File: config.mk
export PLATFORM = sky130hd
export DESIGN_NAME = mem_arb_dma
export DESIGN_NICKNAME = d
export VERILOG_FILES = /design/src/rtl/mad_pkg.sv /design/src/rtl/mad_prio_pick.sv /design/src/rtl/mad_dma_seq.sv /design/src/rtl/mad_core_port.sv /design/src/rtl/mem_arb_dma.sv
export SDC_FILE = /design/constraint.sdc
export NUM_CORES = 1
export LEC_CHECK = 0
export ABC_AREA = 1
export CAP_MARGIN = 5
export CORE_MARGIN = 3
export CORE_UTILIZATION = 30
export CTS_CLUSTER_SIZE = 30
export DETAILED_ROUTE_END_ITERATION = 6
export HOLD_SLACK_MARGIN = 0.05
export SLEW_MARGIN = 20
export SYNTH_ARGS = -nofsm -noshare
export SYNTH_HDL_FRONTEND = slang
export SYNTH_HIERARCHICAL = 1
export SYNTH_SLANG_ARGS = --single-unit
export TNS_END_PERCENT = 50
File: constraint.sdc
create_clock -name clk -period 2.5 [get_ports clk]
set_input_delay 0.75 -clock clk [delete_from_list [all_inputs] [get_ports clk]]
set_output_delay 0.75 -clock clk [all_outputs]
set_load 0.005 [all_outputs]
File: src/rtl/mad_pkg.sv
package mad_pkg;
  typedef enum logic [1:0] {
    ST_IDLE = 2'd0,
    ST_CORE = 2'd1,
    ST_DMA  = 2'd2
  } port_state_t;

  localparam int N_CORE   = 3;
  localparam int IDX_RD   = 0;
  localparam int IDX_FET  = 1;
  localparam int IDX_WR   = 2;
  // bit set = that source reads memory
  localparam logic [N_CORE-1:0] READ_MASK = 3'b011;
endpackage

File: src/rtl/mad_prio_pick.sv
module mad_prio_pick #(
  parameter int N = 3
) (
  input  logic [N-1:0] req,
  output logic [N-1:0] pick_oh,
  output logic         pick_any
);
  // index 0 has the highest rank
  genvar i;
  generate
    for (i = 0; i < N; i++) begin : g_rank
      if (i == 0) begin : g_top
        assign pick_oh[i] = req[i];
      end else begin : g_rest
        assign pick_oh[i] = req[i] & ~(|req[i-1:0]);
      end
    end
  endgenerate

  assign pick_any = |req;
endmodule

File: src/rtl/mad_dma_seq.sv
module mad_dma_seq #(
  parameter int ADDR_W = 20,
  parameter int CNT_W  = 10
) (
  input  logic              clk,
  input  logic              rst_n,
  input  logic              load,
  input  logic [ADDR_W-1:0] src_in,
  input  logic [ADDR_W-1:0] dst_in,
  input  logic [CNT_W-1:0]  len_in,
  input  logic              beat,
  output logic [ADDR_W-1:0] src_q,
  output logic [ADDR_W-1:0] dst_q,
  output logic              last_beat
);
  logic [CNT_W-1:0] left_q;

  function automatic logic [ADDR_W-1:0] addr_step(input logic [ADDR_W-1:0] a);
    return a + ADDR_W'(1);
  endfunction

  function automatic logic [CNT_W-1:0] cnt_step(input logic [CNT_W-1:0] c);
    return c - CNT_W'(1);
  endfunction

  always_ff @(posedge clk) begin
    if (!rst_n) begin
      src_q  <= '0;
      dst_q  <= '0;
      left_q <= '0;
    end else if (load) begin
      src_q  <= src_in;
      dst_q  <= dst_in;
      left_q <= len_in;
    end else if (beat) begin
      src_q  <= addr_step(src_q);
      dst_q  <= addr_step(dst_q);
      left_q <= cnt_step(left_q);
    end
  end

  assign last_beat = (left_q == CNT_W'(1));
endmodule

File: src/rtl/mad_core_port.sv
module mad_core_port #(
  parameter int N      = 3,
  parameter int ADDR_W = 20
) (
  input  logic                clk,
  input  logic                rst_n,
  input  logic                grant,
  input  logic [N-1:0]        pick_oh,
  input  logic [N*ADDR_W-1:0] addr_flat,
  input  logic                finish,
  output logic [N-1:0]        owner_q,
  output logic [ADDR_W-1:0]   addr_q,
  output logic [N-1:0]        done_q
);
  function automatic logic [ADDR_W-1:0] oh_select(
    input logic [N-1:0] sel,
    input logic [N*ADDR_W-1:0] flat
  );
    logic [ADDR_W-1:0] acc;
    acc = '0;
    for (int k = 0; k < N; k++) begin
      if (sel[k]) acc = acc | flat[k*ADDR_W +: ADDR_W];
    end
    return acc;
  endfunction

  always_ff @(posedge clk) begin
    if (!rst_n) begin
      owner_q <= '0;
      addr_q  <= '0;
      done_q  <= '0;
    end else begin
      done_q <= finish ? owner_q : '0;
      if (grant) begin
        owner_q <= pick_oh;
        addr_q  <= oh_select(pick_oh, addr_flat);
      end else if (finish) begin
        owner_q <= '0;
      end
    end
  end
endmodule

File: src/rtl/mem_arb_dma.sv
module mem_arb_dma #(
  parameter int ADDR_W = 20,
  parameter int CNT_W  = 10
) (
  input  logic              clk,
  input  logic              rst_n,
  input  logic              rd_req,
  input  logic [ADDR_W-1:0] rd_addr,
  output logic              rd_gnt,
  output logic              rd_done,
  input  logic              fetch_req,
  input  logic [ADDR_W-1:0] fetch_addr,
  output logic              fetch_gnt,
  output logic              fetch_done,
  input  logic              wr_req,
  input  logic [ADDR_W-1:0] wr_addr,
  output logic              wr_gnt,
  output logic              wr_done,
  input  logic              dma_go,
  input  logic [ADDR_W-1:0] dma_src,
  input  logic [ADDR_W-1:0] dma_dst,
  input  logic [CNT_W-1:0]  dma_len,
  output logic              dma_busy,
  output logic              mem_req,
  output logic [ADDR_W-1:0] mem_addr,
  output logic              mem_rd,
  input  logic              mem_rdy,
  output logic              xfer_req,
  output logic [ADDR_W-1:0] xfer_addr,
  input  logic              xfer_ack
);
  import mad_pkg::*;

  localparam int NC = N_CORE;

  port_state_t st_q, st_d;

  logic [NC-1:0]        core_req_v;
  logic [NC*ADDR_W-1:0] core_addr_flat;
  logic [NC-1:0]        pick_oh;
  logic                 pick_any;
  logic [NC-1:0]        owner_q;
  logic [NC-1:0]        done_q;
  logic [ADDR_W-1:0]    core_addr_q;
  logic [ADDR_W-1:0]    src_q;
  logic [ADDR_W-1:0]    dst_q;
  logic                 seq_last;

  // named internal events
  logic port_free;
  logic ev_dma_start;
  logic ev_core_grant;
  logic ev_core_finish;
  logic ev_dma_beat;
  logic ev_dma_end;

  assign core_req_v     = {wr_req, fetch_req, rd_req};
  assign core_addr_flat = {wr_addr, fetch_addr, rd_addr};

  assign port_free      = (st_q == ST_IDLE);
  assign ev_dma_start   = port_free && dma_go && (dma_len != '0);
  assign ev_core_grant  = port_free && !ev_dma_start && pick_any;
  assign ev_core_finish = (st_q == ST_CORE) && mem_rdy;
  assign ev_dma_beat    = (st_q == ST_DMA) && xfer_ack;
  assign ev_dma_end     = ev_dma_beat && seq_last;

  mad_prio_pick #(.N(NC)) u_pick (
    .req      (core_req_v),
    .pick_oh  (pick_oh),
    .pick_any (pick_any)
  );

  mad_core_port #(.N(NC), .ADDR_W(ADDR_W)) u_core (
    .clk       (clk),
    .rst_n     (rst_n),
    .grant     (ev_core_grant),
    .pick_oh   (pick_oh),
    .addr_flat (core_addr_flat),
    .finish    (ev_core_finish),
    .owner_q   (owner_q),
    .addr_q    (core_addr_q),
    .done_q    (done_q)
  );

  mad_dma_seq #(.ADDR_W(ADDR_W), .CNT_W(CNT_W)) u_seq (
    .clk       (clk),
    .rst_n     (rst_n),
    .load      (ev_dma_start),
    .src_in    (dma_src),
    .dst_in    (dma_dst),
    .len_in    (dma_len),
    .beat      (ev_dma_beat),
    .src_q     (src_q),
    .dst_q     (dst_q),
    .last_beat (seq_last)
  );

  always_comb begin
    st_d = st_q;
    unique case (st_q)
      ST_IDLE: begin
        if (ev_dma_start)       st_d = ST_DMA;
        else if (ev_core_grant) st_d = ST_CORE;
      end
      ST_CORE: if (ev_core_finish) st_d = ST_IDLE;
      ST_DMA:  if (ev_dma_end)     st_d = ST_IDLE;
      default: st_d = ST_IDLE;
    endcase
  end

  always_ff @(posedge clk) begin
    if (!rst_n) st_q <= ST_IDLE;
    else        st_q <= st_d;
  end

  assign dma_busy   = (st_q == ST_DMA);
  assign mem_req    = (st_q != ST_IDLE);
  assign mem_addr   = dma_busy ? src_q : core_addr_q;
  assign mem_rd     = dma_busy | (|(owner_q & READ_MASK));
  assign xfer_req   = dma_busy;
  assign xfer_addr  = dma_busy ? dst_q : '0;

  assign rd_gnt     = owner_q[IDX_RD];
  assign fetch_gnt  = owner_q[IDX_FET];
  assign wr_gnt     = owner_q[IDX_WR];
  assign rd_done    = done_q[IDX_RD];
  assign fetch_done = done_q[IDX_FET];
  assign wr_done    = done_q[IDX_WR];
endmodule

==> results.sh, run 1 <==
export IMPL_status="finished clean"
export IMPL_p_total_uw=4060
export IMPL_grt_util_all_layers_pct=17.1
export IMPL_nets=1136
export IMPL_cts_clk_slew_worst_paths_ps=60
export IMPL_crit_cells=6
export IMPL_ctsHtreeMaxLevel=3
export IMPL_post_cts_buffers=0
export IMPL_synth_area_leaders="dfxtp_1 (30%), nand2_1 (23%), nor2_1 (8.8%)"
export IMPL_path_cells="inv_2 > nor2_4 > inv_2 > buf_8 > nor2_1 > clkdlybuf4s50_1"
export IMPL_ys_flop_type="dfxtp_1"
export IMPL_die_y_um=137
export IMPL_viasPerCell=4.53
export IMPL_syn_nets=971
export IMPL_post_route_util_pct=44.6
export IMPL_slew_violations=0
export IMPL_cts_root_buf="clkbuf_16"
export IMPL_grt_ovfl_total=0
export IMPL_syn_area_per_cell_um2=6.06
export IMPL_crit_required_ps=1750
export IMPL_path_delay_family="buffers and inverters"
export IMPL_clock_sinks=78
export IMPL_layout_min_cycle_time_ps=2430
export IMPL_wl_met2_um=7260
export IMPL_die_w_um=137
export IMPL_yosys_warnings=6
export IMPL_avgRoutedWirePerCell_um=13.1
export IMPL_met1Wirelength_um=7490
export IMPL_synth_top_area_cell="dfxtp_1"
export IMPL_max_stage_delay_ps=500
export IMPL_grt_pass1_wl_um=25800
export IMPL_setup_tns_ps=0
export IMPL_fin_crit_sh_pct=97.2
export IMPL_antenna_left=0
export IMPL_die_area_um2=18700
export IMPL_whs_endpoint="u_core/done_q[2]"
export IMPL_num_fill_cells=1834
export IMPL_synth_edff_count=0
export IMPL_grt_start_max_net_pins=45
export IMPL_power_density_nw_per_um2=545
export IMPL_yosysUniqueCellTypes=33
export IMPL_cts_hold_buf=0
export IMPL_relSlewSlack_pct=73.5
export IMPL_max_freq_mhz=412
export IMPL_yosys_top_cells_count="nand2_1 (312), nor2_1 (121), dfxtp_1 (78), inv_1 (70), a21oi_1 (40)"
export IMPL_area_growth_pct=44.9
export IMPL_drtPass1Iterations=5
export IMPL_setup_viol=0
export IMPL_cp_common_cell="inv_2"
export IMPL_io_pins=168
export IMPL_num_rows=47
export IMPL_clk_path_buf_depth=2
export IMPL_hold_ws_ps=459
export IMPL_slowest_stage="clkdlybuf4s50_1"
export IMPL_top_layer="met5"
export IMPL_path_max_fanout=21
export IMPL_n_antenna_cell=0
export IMPL_maxCapViolations=0
export IMPL_max_slew_worst_pin_slew_ps=398
export IMPL_core_area_um2=16700
export IMPL_vias=5615
export IMPL_rsz0062_at_grt="yes"
export IMPL_syn_area_um2=5140
export IMPL_finalHoldViolations=0
export IMPL_worstPathBufferInverterCount=4
export IMPL_gpl_final_weighted_congestion=0.829
export IMPL_synth_top_cell_area_share_pct=30.4
export IMPL_grt_pass1_vias=5337
export IMPL_wl_met3_um=1350
export IMPL_ir_drop_uv=333
export IMPL_antenna_found_initial=1
export IMPL_min_delay_start="u_core/owner_q[2]"
export IMPL_netlist_instances=849
export IMPL_startpoint_type="flip-flop"
export IMPL_place_hpwl_um=12500
export IMPL_initial_core_util_pct=30.8
export IMPL_cts_buffers=9
export IMPL_io_buffers=167
export IMPL_whs_path_depth=2
export IMPL_cp_arrival_ps=1680
export IMPL_rr_startpoint="st_q[1]"
export IMPL_ys_ff_latch=78
export IMPL_synth_most_common_cell="nand2_1"
export IMPL_post_route_drc_count=0
export IMPL_drt_initial_drc_count=257
export IMPL_fin_worst_skew_ps=7.38
export IMPL_insertion_delay_ps=330
export IMPL_cts_tree="built"
export IMPL_reg2reg_slack_ps=650
export IMPL_path_class="reg -> out"
export IMPL_drive_above_1_share_pct=7.75
export IMPL_worstSetupEndpointType="output pin"
export IMPL_power_leakage_uw=0.00354
export IMPL_r2r_end="u_seq/left_q[4]"
export IMPL_yosysSeqAreaShare_pct=30.4
export IMPL_cp_startpoint="st_q[1]"
export IMPL_wl_um=16200
export IMPL_min_path_type="reg -> reg"
export IMPL_r2r_cells=12
export IMPL_async_flop_share_pct=0
worst min-delay path: stages (launching register included):
cell and delay (ps):
dfxtp_1 330, inv_1 50, nor2_1 30
cell families after synthesis:
family | share of synthesized area (%)
and+or+nand+nor | 40.0
AOI/OAI and AO/OA | 14.5
buffers and inverters | 11.0
DFF | 30.4
xor gates and xnor gates | 3.07
adders and majority gates | 0.973
layer usage:
| metal | up-vias | global-route usage (%) |
|---|---|---|
| met5 | - | 0 |
| met4 | 2 | 3.77 |
| met3 | 10 | 5.26 |
| met2 | 167 | 28.5 |
| met1 | 2434 | 21.8 |
| li1 | 3002 | - |
state kept, by name, indices dropped and copies added, names as in the netlist:
signal,count
u_core/owner_q,3
u_core/addr_q,20
u_seq/dst_q,20
u_seq/left_q,10
u_seq/src_q,20
u_core/done_q,3
st_q,2
area by class of cell:
class | instances | area, µm² | share of cell area [%]
flip-flops and latches | 78 | 1560 | 21.0
multi-input cells | 652 | 3020 | 40.5
repair buffers | 192 | 2000 | 26.9
inverters | 81 | 304 | 4.08
clock buffers | 12 | 236 | 3.17
well taps | 220 | 275 | 3.69
clock inverters | 4 | 47.5 | 0.638
how the worst max path moves through the flow:
stage          slack [ps]              end
5_1_grt               -10    xfer_addr[19]
3_5_place_dp           40   u_seq/dst_q[0]
4_1_cts                -2     mem_addr[12]
2_1_floorplan         520  u_seq/left_q[1]
3_3_place_gp           30   u_seq/dst_q[0]
6_report               70    xfer_addr[19]
metrics by stage:
step                      area [µm²]  instances  setup slack [ps]
after detailed placement        7040       1223              39.6
after global placement          7040       1223              28.0
after floorplan                 5140        849               516
after global routing            7450       1239             -10.9
after CTS                       7350       1239             -1.54
final                           7450       1239              70.8
placed cells by master (no fill, tap or decap), types with 6 or more instances in the layout:
| cell | count |
|---|---|
| inv_2 | 8 |
| dfxtp_1 | 76 |
| a22oi_1 | 25 |
| o21ai_0 | 22 |
| a31oi_1 | 10 |
| nand2_1 | 312 |
| nand3_1 | 34 |
| inv_1 | 70 |
| xnor2_1 | 9 |
| clkbuf_16 | 9 |
| xor2_1 | 9 |
| nor2_2 | 11 |
| a21oi_1 | 40 |
| nand2_2 | 6 |
| nor2_1 | 119 |
| dlymetal6s2s_1 | 35 |
| o21ai_1 | 21 |
| clkdlybuf4s50_1 | 132 |
| buf_4 | 20 |
report_power, final:
group | internal (µW) | leakage, µW | switching, µW
registers | 1390 | 0.000642 | 153
logic | 630 | 0.00276 | 617
clock network | 771 | 0.000137 | 500
what timing repair did:
action                                  4_1_cts  5_1_grt
resized for setup                             8       39
endpoints found under the setup margin       24       41
endpoints found under the hold margin         0        0
cloned                                        0        0
No activity file was read; power rests on OpenSTA's default activity.
==> run 2, diff against run 1 <==
CORE_UTILIZATION = 45   (was 30)
PLACE_DENSITY = 0.79   (was not set)
==> run 2 against run 1 <==
  * Worst hold slack worse by 12 ps
  * Combinational power about the same
  * Register-to-register slack better by 20 ps
  * Maximum frequency rose by 5.5%
  * Clock skew about the same
  * Sequential power about the same
  * First-iteration DRC count grew 35%
  * Global-route usage is 7.1 points higher
  * Total power grew 6.5%
  * Highest routed layer is now met4
==> results.sh, run 2 (synthesis results as in run 1) <==
export IMPL_cts_clk_slew_worst_paths_ps=60
export IMPL_place_hpwl_um=11900
export IMPL_power_leakage_uw=0.00364
export IMPL_power_frac_seq_pct=35.7
export IMPL_hold_ws_ps=447
export IMPL_setup_viol=0
export IMPL_fin_crit_sh_pct=92.1
export IMPL_max_slew_worst_pin_slew_ps=380
export IMPL_startpoint_type="flip-flop"
export IMPL_die_w_um=113
export IMPL_min_path_type="reg -> reg"
export IMPL_maxCapViolations=0
export IMPL_antenna_found_initial=0
export IMPL_ctsHtreeMaxLevel=3
export IMPL_initial_core_util_pct=46.8
export IMPL_switchingPower_uw=1320
export IMPL_io_buffers=167
export IMPL_nets=1140
export IMPL_insertion_delay_ps=340
export IMPL_grt_pass1_wl_um=25400
export IMPL_ir_drop_uv=357
export IMPL_n_antenna_cell=0
export IMPL_relSlewSlack_pct=74.6
export IMPL_post_route_drc_count=0
export IMPL_clkPwrFrac_pct=34.6
export IMPL_gpl_final_weighted_congestion=0.927
export IMPL_status="finished clean"
export IMPL_core_area_um2=11000
export IMPL_internal_power_uw=3010
export IMPL_final_common_cell="nand2_1"
export IMPL_antenna_left=0
export IMPL_die_y_um=113
export IMPL_num_rows=38
export IMPL_power_density_nw_per_um2=579
export IMPL_cp_arrival_ps=1550
export IMPL_die_area_um2=12700
export IMPL_pwr_share_comb_pct=29.6
export IMPL_drtPass1Iterations=5
export IMPL_viasPerCell=5.08
export IMPL_clock_sinks=78
export IMPL_rsz0062_at_grt="no"
export IMPL_area_growth_pct=45.3
export IMPL_slew_violations=0
export IMPL_num_fill_cells=954
export IMPL_io_pins=168
export IMPL_multi_input_comb_area_um2=3020
export IMPL_fin_worst_skew_ps=7.33
export IMPL_cts_buffers=9
export IMPL_vias=5906
export IMPL_drt_initial_drc_count=347
export IMPL_grt_ovfl_total=0
export IMPL_layout_min_cycle_time_ps=2300
export IMPL_cts_hold_buf=0
export IMPL_layout_common_cells="nand2_1 (312), clkdlybuf4s50_1 (126), nor2_1 (120), dfxtp_1 (76), inv_1 (70)"
export IMPL_cts_tree="built"
export IMPL_path_max_fanout=23
export IMPL_finalHoldViolations=0
export IMPL_max_freq_mhz=434
export IMPL_grt_util_all_layers_pct=24.3
export IMPL_grt_start_max_net_pins=43
export IMPL_grt_pass1_vias=5574
export IMPL_place_ws_ps=-38.3
export IMPL_netSwitchingFraction_pct=30.5
export IMPL_seqCellArea_um2=1560
export IMPL_cts_root_buf="clkbuf_16"
export IMPL_path_class="reg -> out"
export IMPL_setup_slack_ps=196
export IMPL_worstSetupEndpointType="output pin"
export IMPL_crit_required_ps=1750
export IMPL_post_cts_buffers=0
export IMPL_wl_um=16000
export IMPL_clk_path_buf_depth=2
export IMPL_avgRoutedWirePerCell_um=13.8
export IMPL_drive_above_1_share_pct=8.31
export IMPL_top_regs="u_core/addr_q: 20 flops, u_seq/dst_q: 20 flops, u_seq/src_q: 20 flops"
[run 2: worst paths after layout]
kind                     start          endpoint  slack [ps]  depth (start not counted)
max                    st_q[1]          dma_busy         200                          4
min          u_core/owner_q[2]  u_core/done_q[2]         450                          2
max reg2reg            st_q[1]   u_seq/left_q[4]         670                         13
min reg2reg  u_core/owner_q[2]  u_core/done_q[2]         450                          2
[run 2: layer usage]
| metal | global-route usage [%] | share of wire, % | vias up |
|---|---|---|---|
| met5 | 0 | 0 | - |
| met4 | 6.17 | 1.6 | 0 |
| met3 | 8.98 | 9.6 | 18 |
| met2 | 42.9 | 49 | 234 |
| met1 | 27.7 | 40 | 2648 |
| li1 | - | - | 3006 |
[run 2: timing repair]
| action | 4_1_cts | 5_1_grt |
|---|---|---|
| gates cloned | 0 | 2 |
| setup endpoints to repair | 20 | 36 |
| resized for setup | 10 | 39 |
[run 2: power by group through the flow]
stage | Sequential [µW] | Clock [µW] | Combinational, µW
after floorplan | 1520 | 0 | 738
after global placement | 1560 | 0 | 1260
after detailed placement | 1570 | 0 | 1270
after CTS | 1540 | 1520 | 1280
after global routing | 1570 | 1560 | 1430
final | 1550 | 1500 | 1280
[run 2: cell type report]
cell class | count | share of cell area, %
timing repair buffer | 196 | 27.7
multi-input combinational | 652 | 40.4
inverter | 81 | 4.10
tap | 140 | 2.34
clock buffer | 9 | 3.01
clock inverter | 7 | 1.51
sequential | 78 | 20.9
[run 2: critical path, stage by stage, from the launching register on]
cell and delay (ps):
dfxtp_2 340, inv_2 60, nor2_4 140, buf_12 170, clkdlybuf4s50_1 510
[run 2: stage by stage]
step | setup TNS [ps] | std cells | utilization, % | power, µW | cell area (µm²)
floorplan | 0 | 849 | - | 2260 | 5140
global placement | 0 | 1145 | 63.6 | 2820 | 6990
detailed placement | -38.3 | 1145 | 63.6 | 2840 | 6990
CTS | 0 | 1161 | 66.8 | 4340 | 7340
global route | 0 | 1163 | 68.0 | 4560 | 7470
finish | 0 | 1163 | 68.0 | 4330 | 7470
